File: src/rtl/rccal_pkg.sv
package rccal_pkg;

  typedef enum logic [2:0] {
    CS_DUMP   = 3'd0,
    CS_SETTLE = 3'd1,
    CS_WATCH  = 3'd2,
    CS_STEP   = 3'd3,
    CS_HOLD   = 3'd4
  } cal_state_e;

  // One unit move of the trim code toward the requested side.
  function automatic int move_code(input int cur, input bit go_down);
    return go_down ? cur - 1 : cur + 1;
  endfunction

  // Lower member of the pair {cur, cur moved one step}.
  function automatic int pair_floor(input int cur, input bit go_down);
    return go_down ? cur - 1 : cur;
  endfunction

endpackage

File: src/rtl/rccal_counter.sv
module rccal_counter #(
  parameter int W = 4
) (
  input  logic         clk,
  input  logic         rst_n,
  input  logic         clr,
  input  logic         inc,
  output logic [W-1:0] cnt
);
  always_ff @(posedge clk or negedge rst_n) begin
    if (!rst_n)   cnt <= '0;
    else if (clr) cnt <= '0;
    else if (inc) cnt <= cnt + 1'b1;
  end
endmodule

File: src/rtl/rccal_stepper.sv
module rccal_stepper #(
  parameter int CODE_W    = 4,
  parameter int INIT_CODE = 8
) (
  input  logic              clk,
  input  logic              rst_n,
  input  logic              hist_clr,
  input  logic              do_step,
  input  logic              dir_down,
  output logic [CODE_W-1:0] code,
  output logic              sat_hit,
  output logic              finish
);
  import rccal_pkg::*;
  localparam logic [CODE_W-1:0] CODE_MAX = '1;

  logic last_valid, last_down, prev_rev;
  logic reversal, dither;
  logic [CODE_W-1:0] code_next;

  assign sat_hit  = dir_down ? (code == '0) : (code == CODE_MAX);
  assign reversal = last_valid && (last_down != dir_down);
  assign dither   = !sat_hit && reversal && prev_rev;
  assign finish   = sat_hit || dither;

  always_comb begin
    if (sat_hit)     code_next = code;
    else if (dither) code_next = CODE_W'(pair_floor(int'(code), dir_down));
    else             code_next = CODE_W'(move_code(int'(code), dir_down));
  end

  always_ff @(posedge clk or negedge rst_n) begin
    if (!rst_n) begin
      code       <= CODE_W'(INIT_CODE);
      last_valid <= 1'b0;
      last_down  <= 1'b0;
      prev_rev   <= 1'b0;
    end else if (hist_clr) begin
      last_valid <= 1'b0;
      last_down  <= 1'b0;
      prev_rev   <= 1'b0;
    end else if (do_step) begin
      code       <= code_next;
      last_valid <= 1'b1;
      last_down  <= dir_down;
      prev_rev   <= reversal;
    end
  end

  // a step requested past a limit leaves the code untouched
  p_no_wrap_r4: assert property (@(posedge clk) disable iff (!rst_n)
    (do_step && !hist_clr && sat_hit) |=> (code == $past(code)));

  // any code change is a single unit move
  p_unit_move_r8: assert property (@(posedge clk) disable iff (!rst_n)
    !$stable(code) |-> ((code == $past(code) + 1'b1) || ($past(code) == code + 1'b1)));
endmodule

File: src/rtl/rccal_ctrl.sv
module rccal_ctrl #(
  parameter int CODE_W        = 4,
  parameter int INIT_CODE     = 8,
  parameter int DUMP_CYCLES   = 4,
  parameter int SETTLE_CYCLES = 2,
  parameter int LOCK_TICKS    = 256
) (
  input  logic              clk,
  input  logic              rst_n,
  input  logic              recal,
  input  logic              phase_tick,
  input  logic              cmp_hi,
  input  logic              cmp_lo,
  output logic [CODE_W-1:0] cap_code,
  output logic              int_dump,
  output logic              locked,
  output logic              out_of_range
);
  import rccal_pkg::*;

  localparam int WIN_MAX = (DUMP_CYCLES > SETTLE_CYCLES) ? DUMP_CYCLES : SETTLE_CYCLES;
  localparam int CYC_W   = $clog2(WIN_MAX + 1);
  localparam int TCK_W   = $clog2(LOCK_TICKS + 1);
  localparam logic [CYC_W-1:0] DUMP_LAST   = CYC_W'(DUMP_CYCLES - 1);
  localparam logic [CYC_W-1:0] SETTLE_LAST = CYC_W'(SETTLE_CYCLES - 1);
  localparam logic [TCK_W-1:0] QUIET_LAST  = TCK_W'(LOCK_TICKS - 1);

  cal_state_e state_q, state_d;
  logic [CYC_W-1:0] cyc_cnt;
  logic [TCK_W-1:0] tick_cnt;
  logic dir_down_q, pend_lock_q, oor_q;
  logic step_sat, step_finish;

  // Named internal events
  logic dump_done, settle_done, crossing, quiet_done, do_step, cyc_clr;
  assign dump_done   = (state_q == CS_DUMP)   && (cyc_cnt == DUMP_LAST);
  assign settle_done = (state_q == CS_SETTLE) && (cyc_cnt == SETTLE_LAST);
  assign crossing    = (state_q == CS_WATCH)  && (cmp_hi || cmp_lo);
  assign quiet_done  = (state_q == CS_WATCH)  && !crossing && phase_tick && (tick_cnt == QUIET_LAST);
  assign do_step     = (state_q == CS_STEP)   && !recal;
  assign cyc_clr     = (state_q != state_d) || recal;

  rccal_counter #(.W(CYC_W)) u_cyc (
    .clk(clk), .rst_n(rst_n), .clr(cyc_clr), .inc(1'b1), .cnt(cyc_cnt));

  rccal_counter #(.W(TCK_W)) u_tick (
    .clk(clk), .rst_n(rst_n), .clr(cyc_clr),
    .inc(phase_tick && (state_q == CS_WATCH)), .cnt(tick_cnt));

  rccal_stepper #(.CODE_W(CODE_W), .INIT_CODE(INIT_CODE)) u_step (
    .clk(clk), .rst_n(rst_n), .hist_clr(recal), .do_step(do_step),
    .dir_down(dir_down_q), .code(cap_code), .sat_hit(step_sat), .finish(step_finish));

  always_comb begin
    state_d = state_q;
    if (recal) state_d = CS_DUMP;
    else begin
      unique case (state_q)
        CS_DUMP:   if (dump_done)   state_d = pend_lock_q ? CS_HOLD : CS_SETTLE;
        CS_SETTLE: if (settle_done) state_d = CS_WATCH;
        CS_WATCH:  if (crossing)    state_d = CS_STEP;
                   else if (quiet_done) state_d = CS_HOLD;
        CS_STEP:   state_d = CS_DUMP;
        CS_HOLD:   state_d = CS_HOLD;
        default:   state_d = CS_DUMP;
      endcase
    end
  end

  always_ff @(posedge clk or negedge rst_n) begin
    if (!rst_n) begin
      state_q     <= CS_DUMP;
      dir_down_q  <= 1'b0;
      pend_lock_q <= 1'b0;
      oor_q       <= 1'b0;
    end else begin
      state_q <= state_d;
      if (crossing && !recal) dir_down_q <= cmp_hi;  // upper crossing has priority
      if (recal) begin
        pend_lock_q <= 1'b0;
        oor_q       <= 1'b0;
      end else if (do_step) begin
        pend_lock_q <= step_finish;
        if (step_sat) oor_q <= 1'b1;
      end
    end
  end

  assign int_dump     = (state_q == CS_DUMP);
  assign locked       = (state_q == CS_HOLD);
  assign out_of_range = oor_q;

  // a discharge pulse never collapses to one cycle
  generate
    if (DUMP_CYCLES >= 2) begin : g_dump_len
      p_dump_holds_r2: assert property (@(posedge clk) disable iff (!rst_n)
        $rose(int_dump) |=> int_dump);
    end
  endgenerate

  // the code changes only together with the start of a discharge
  p_code_with_dump_r8: assert property (@(posedge clk) disable iff (!rst_n)
    !$stable(cap_code) |-> int_dump);

  // recalibration drops lock and flag and starts a discharge
  p_recal_restart_r7: assert property (@(posedge clk) disable iff (!rst_n)
    recal |=> (int_dump && !locked && !out_of_range));

  // the range flag only exists on the way to, or in, lock
  p_oor_leads_lock_r4: assert property (@(posedge clk) disable iff (!rst_n)
    out_of_range |-> (locked || int_dump));

  // lock is entered from a quiet observation or a finishing discharge
  p_lock_entry_r5: assert property (@(posedge clk) disable iff (!rst_n)
    $rose(locked) |-> ($past(quiet_done) || $past(dump_done)));

  // comparators cause a step only from the observe phase
  p_step_from_watch_r3: assert property (@(posedge clk) disable iff (!rst_n)
    (state_q == CS_STEP) |-> ($past(state_q) == CS_WATCH));
endmodule

File: config.mk
export PLATFORM = sky130hd
export DESIGN_NAME = rccal_ctrl
export DESIGN_NICKNAME = d
export VERILOG_FILES = /design/src/rtl/rccal_pkg.sv /design/src/rtl/rccal_counter.sv /design/src/rtl/rccal_stepper.sv /design/src/rtl/rccal_ctrl.sv
export SDC_FILE = /design/constraint.sdc
export NUM_CORES = 1
export LEC_CHECK = 0
export ABC_AREA = 1
export BUFFER_PORTS_ARGS = -buffer_cell sky130_fd_sc_hd__buf_2
export CAP_MARGIN = 25
export CELL_PAD_IN_SITES_DETAIL_PLACEMENT = 1
export CELL_PAD_IN_SITES_GLOBAL_PLACEMENT = 1
export CORE_MARGIN = 5
export CORE_UTILIZATION = 45
export DETAILED_ROUTE_END_ITERATION = 8
export GPL_TIMING_DRIVEN = 0
export PLACE_DENSITY = 0.85
export SETUP_SLACK_MARGIN = 0.2
export SYNTH_ARGS = -nofsm -noshare
export SYNTH_HDL_FRONTEND = slang
export SYNTH_SLANG_ARGS = --single-unit
File: constraint.sdc
create_clock -name clk -period 5.2 [get_ports clk]
set_clock_uncertainty 0.1 [all_clocks]
set_input_delay 0.78 -clock clk [delete_from_list [all_inputs] [get_ports clk]]
set_output_delay 0.78 -clock clk [all_outputs]
set_load 0.02 [all_outputs]
==> results.toml <==
[outcome]
outcome = "finished clean"

[global_routing]
antenna_found_initial = 0
grt.met3_usage = 0.02192
top_usage_layer = "met2"
grt_overflow = 0
grt_pass1_wl_um = 5768
grt_pass1_vias = 1367
grt_max_degree = 26
grtUsageMet1 = 0.1927
met2_usage = 0.3117
groute.usage.overall = 0.1647

[detailed_routing]
dr.pass1.iters = 4
drt_iter0_markers = 40
antenna_left = 0
vias = 1253
wl_per_cell_um = 12.47
routed_wl_um = 3131
via_per_inst = 4.992
drc_errors = 0

[synth]
netlist_area_um2 = 1466
yosys_register_bits = 25
synthCells = 191
yosys_warnings = 0
synth.distinct_cells = 22
syn_nets = 204
yosysSeqAreaShare = 0.4275
avgSynthCellArea_um2 = 7.678

[cts]
clk_pin_slew_worst_paths_ns = 0.14
ctsResizeCount = 0
cts_buffers = 3
postCtsSetupBuffers = 0
tritoncts = "built"
h-tree-depth = 1
clockBufferDepth = 2
postCtsHoldBufs = 0
clock_latency_ns = 0.32
cts.root.buffer_cell = "clkbuf_4"
numClockSinks = 25

[setup_path]
cp_common_cell = "nand2_1"
path_max_fanout = 10
r2r_cells = 15
path_class = "flip-flop to flip-flop"
critPathSlowestCell = "dfrtp_1"
endpoint_kind = "flip-flop"
regToRegSetupSlack_ns = 2.90
arrival_ns = 2.45
cp-start-kind = "flip-flop"
critical_path_required_ns = 5.35
path_cells = "ha_1 -> nand2_1 -> nor4_1 -> ha_1 -> nand2_1 -> inv_1 -> nand2_1 -> nand2_1 -> nand2_1 -> a21oi_1 -> nand2_1 -> nor2_2 -> nand2_2 -> buf_6 -> nor2_2"
r2r-end = "u_tick.cnt[7]$_DFFE_PN0P_"
reg2reg_from = "u_tick.cnt[0]$_DFFE_PN0P_"
critPathMaxStageDelay_ns = 0.41

[final_layout]
fin_nets = 221
drive_above_1_share = 0.1594
syn2layout_area_growth_pct = 9.642
multi_input_area_um2 = 704.4
antenna_cells = 0
regArea_um2 = 626.9
nFillCells = 411
postLayoutCoreUtil = 0.5224

[pwr]
leakage_uw = 0.0008077
p_comb_frac = 0.403
p_clk_frac = 0.151
power_density_nw_per_um2 = 361.4
internal-power_uw = 346.5
power_switching_uw = 234.6
seq_power_share = 0.446
total_power_uw = 581.1
ir_drop_mv = 0.1480
swShare = 0.4037

[place]
place.detailed.hpwl_um = 2488
post-place-ws_ns = 2.892
port_buffers = 12
gp_congestion = 0.8525

[timing]
post-route-period-util = 0.4420
max_slew_margin = 0.6066
period_needed_ns = 2.299
finalSetupViolCount = 0
tightest_slew_ns = 0.5901
setup_ws_ns = 2.901
slew_violations = 0
rsz0062_at_grt = "no"
fmax_ghz = 0.4351
final.setup.tns_ns = 0
finalHoldViolCount = 0

[die]
coreArea_um2 = 3078
dieWidth_um = 67.09
start_util = 0.4764
placementRows = 20
io_pins = 13
dieArea_um2 = 4500
die_y_um = 67.09

[hold_path]
hold_class = "primary input to async pin"

[flow_run]
cap_violations = 0
[worst max path at each step]
stage	from	slack (ns)	endpoint	depth (start not counted)
final	u_tick.cnt[0]$_DFFE_PN0P_	2.90	u_tick.cnt[7]$_DFFE_PN0P_	15
after floorplan	u_tick.cnt[0]$_DFFE_PN0P_	3.24	u_tick.cnt[2]$_DFFE_PN0P_	15
after CTS	u_tick.cnt[0]$_DFFE_PN0P_	2.86	u_tick.cnt[7]$_DFFE_PN0P_	15
after global routing	u_tick.cnt[0]$_DFFE_PN0P_	2.68	u_tick.cnt[7]$_DFFE_PN0P_	15
after global placement	recal	2.91	u_step.code[1]$_DFFE_PN0P_	9
after detailed placement	recal	2.89	u_step.code[1]$_DFFE_PN0P_	9
[synthesized netlist by cell type]
cell type	number	area, um^2
a21oi_1	4	20.02
buf_6	1	11.26
clkinv_1	1	3.750
dfrtp_1	24	600.6
dfstp_2	1	26.28
ha_1	7	87.58
inv_1	29	108.9
inv_2	3	11.26
nand2_1	47	176.4
nand2_2	1	6.260
nand3_1	21	105.1
nand4_1	3	18.77
nor2_1	14	52.55
nor2_2	12	75.07
nor4_1	1	6.260
o211ai_1	1	7.510
o21a_1	1	7.510
o21ai_0	6	30.03
o21ai_1	1	5.000
o22ai_1	3	18.77
xnor2_1	1	8.760
xor2_1	9	78.83
[critical path: cells and delay by family (launching register included)]
| family | cells | cell delay, ns |
|---|---|---|
| adder cells (fa/ha/maj) | 2 | 0.40 |
| flip-flops | 1 | 0.41 |
| AND/OR/NAND/NOR | 10 | 0.97 |
| AO/OA/AOI/OAI | 1 | 0.12 |
| buffers and inverters | 2 | 0.22 |
[metrics by stage]
step,instances,hold WS (ns),area [um^2]
2_1_floorplan,191,0.3465,1466
3_3_place_gp,247,0.3604,1582
3_5_place_dp,247,0.3808,1582
4_1_cts,251,0.3560,1608
5_1_grt,251,0.3762,1608
6_report,251,0.3485,1608
[layout by cell type, fill, tap and decap left out, drive strengths merged]
cell,netlist,layout
nand4,3,3
inv,32,32
a21oi,4,4
nor2,26,26
o211ai,1,1
xnor2,1,1
clkinv,1,1
nor4,1,1
dfstp,1,1
dfrtp,24,24
ha,7,7
o21a,1,1
buf,1,13
nand3,21,21
nand2,48,48
o21ai,7,7
xor2,9,9
clkbuf,0,4
o22ai,3,3
[area by class of cell]
type,instances,share of cell area
repair buffers,12,0.03735
plain buffers,1,0.007004
flip-flops and latches,25,0.3899
well taps,44,0.03424
multi-input cells,132,0.4381
clock buffers,4,0.01634
inverters,33,0.07704
[state kept, by name, indices dropped and copies added (netlist names)]
name and cells:
out_of_range 1, dir_down_q 1, state_q 3, pend_lock_q 1
u_tick.cnt 9, u_step.last_valid 1, u_cyc.cnt 3, u_step.last_down 1
u_step.prev_rev 1, u_step.code 4
[routing by layer]
layer  routed length (um)  part of all wire
met1                 1405              0.45
met4                   19            0.0061
met3                   78             0.025
met5                    0                 0
met2                 1628              0.52
[power by group through the flow]
stage | registers, uW | clock network, uW | logic [uW]
2_1_floorplan | 277 | 0 | 161
3_3_place_gp | 260 | 0 | 228
3_5_place_dp | 264 | 0 | 237
4_1_cts | 260 | 91.9 | 238
5_1_grt | 266 | 101 | 268
6_report | 259 | 87.8 | 234
[cells by family after synthesis]
kind of cell	synth area share
AOI/OAI and AO/OA	0.06058
and+or+nand+nor	0.3003
adders and majority gates	0.05972
xor gates and xnor gates	0.05973
buffers and inverters	0.09214
DFF	0.4275
Note: power is estimated with default switching activity, not from simulation.
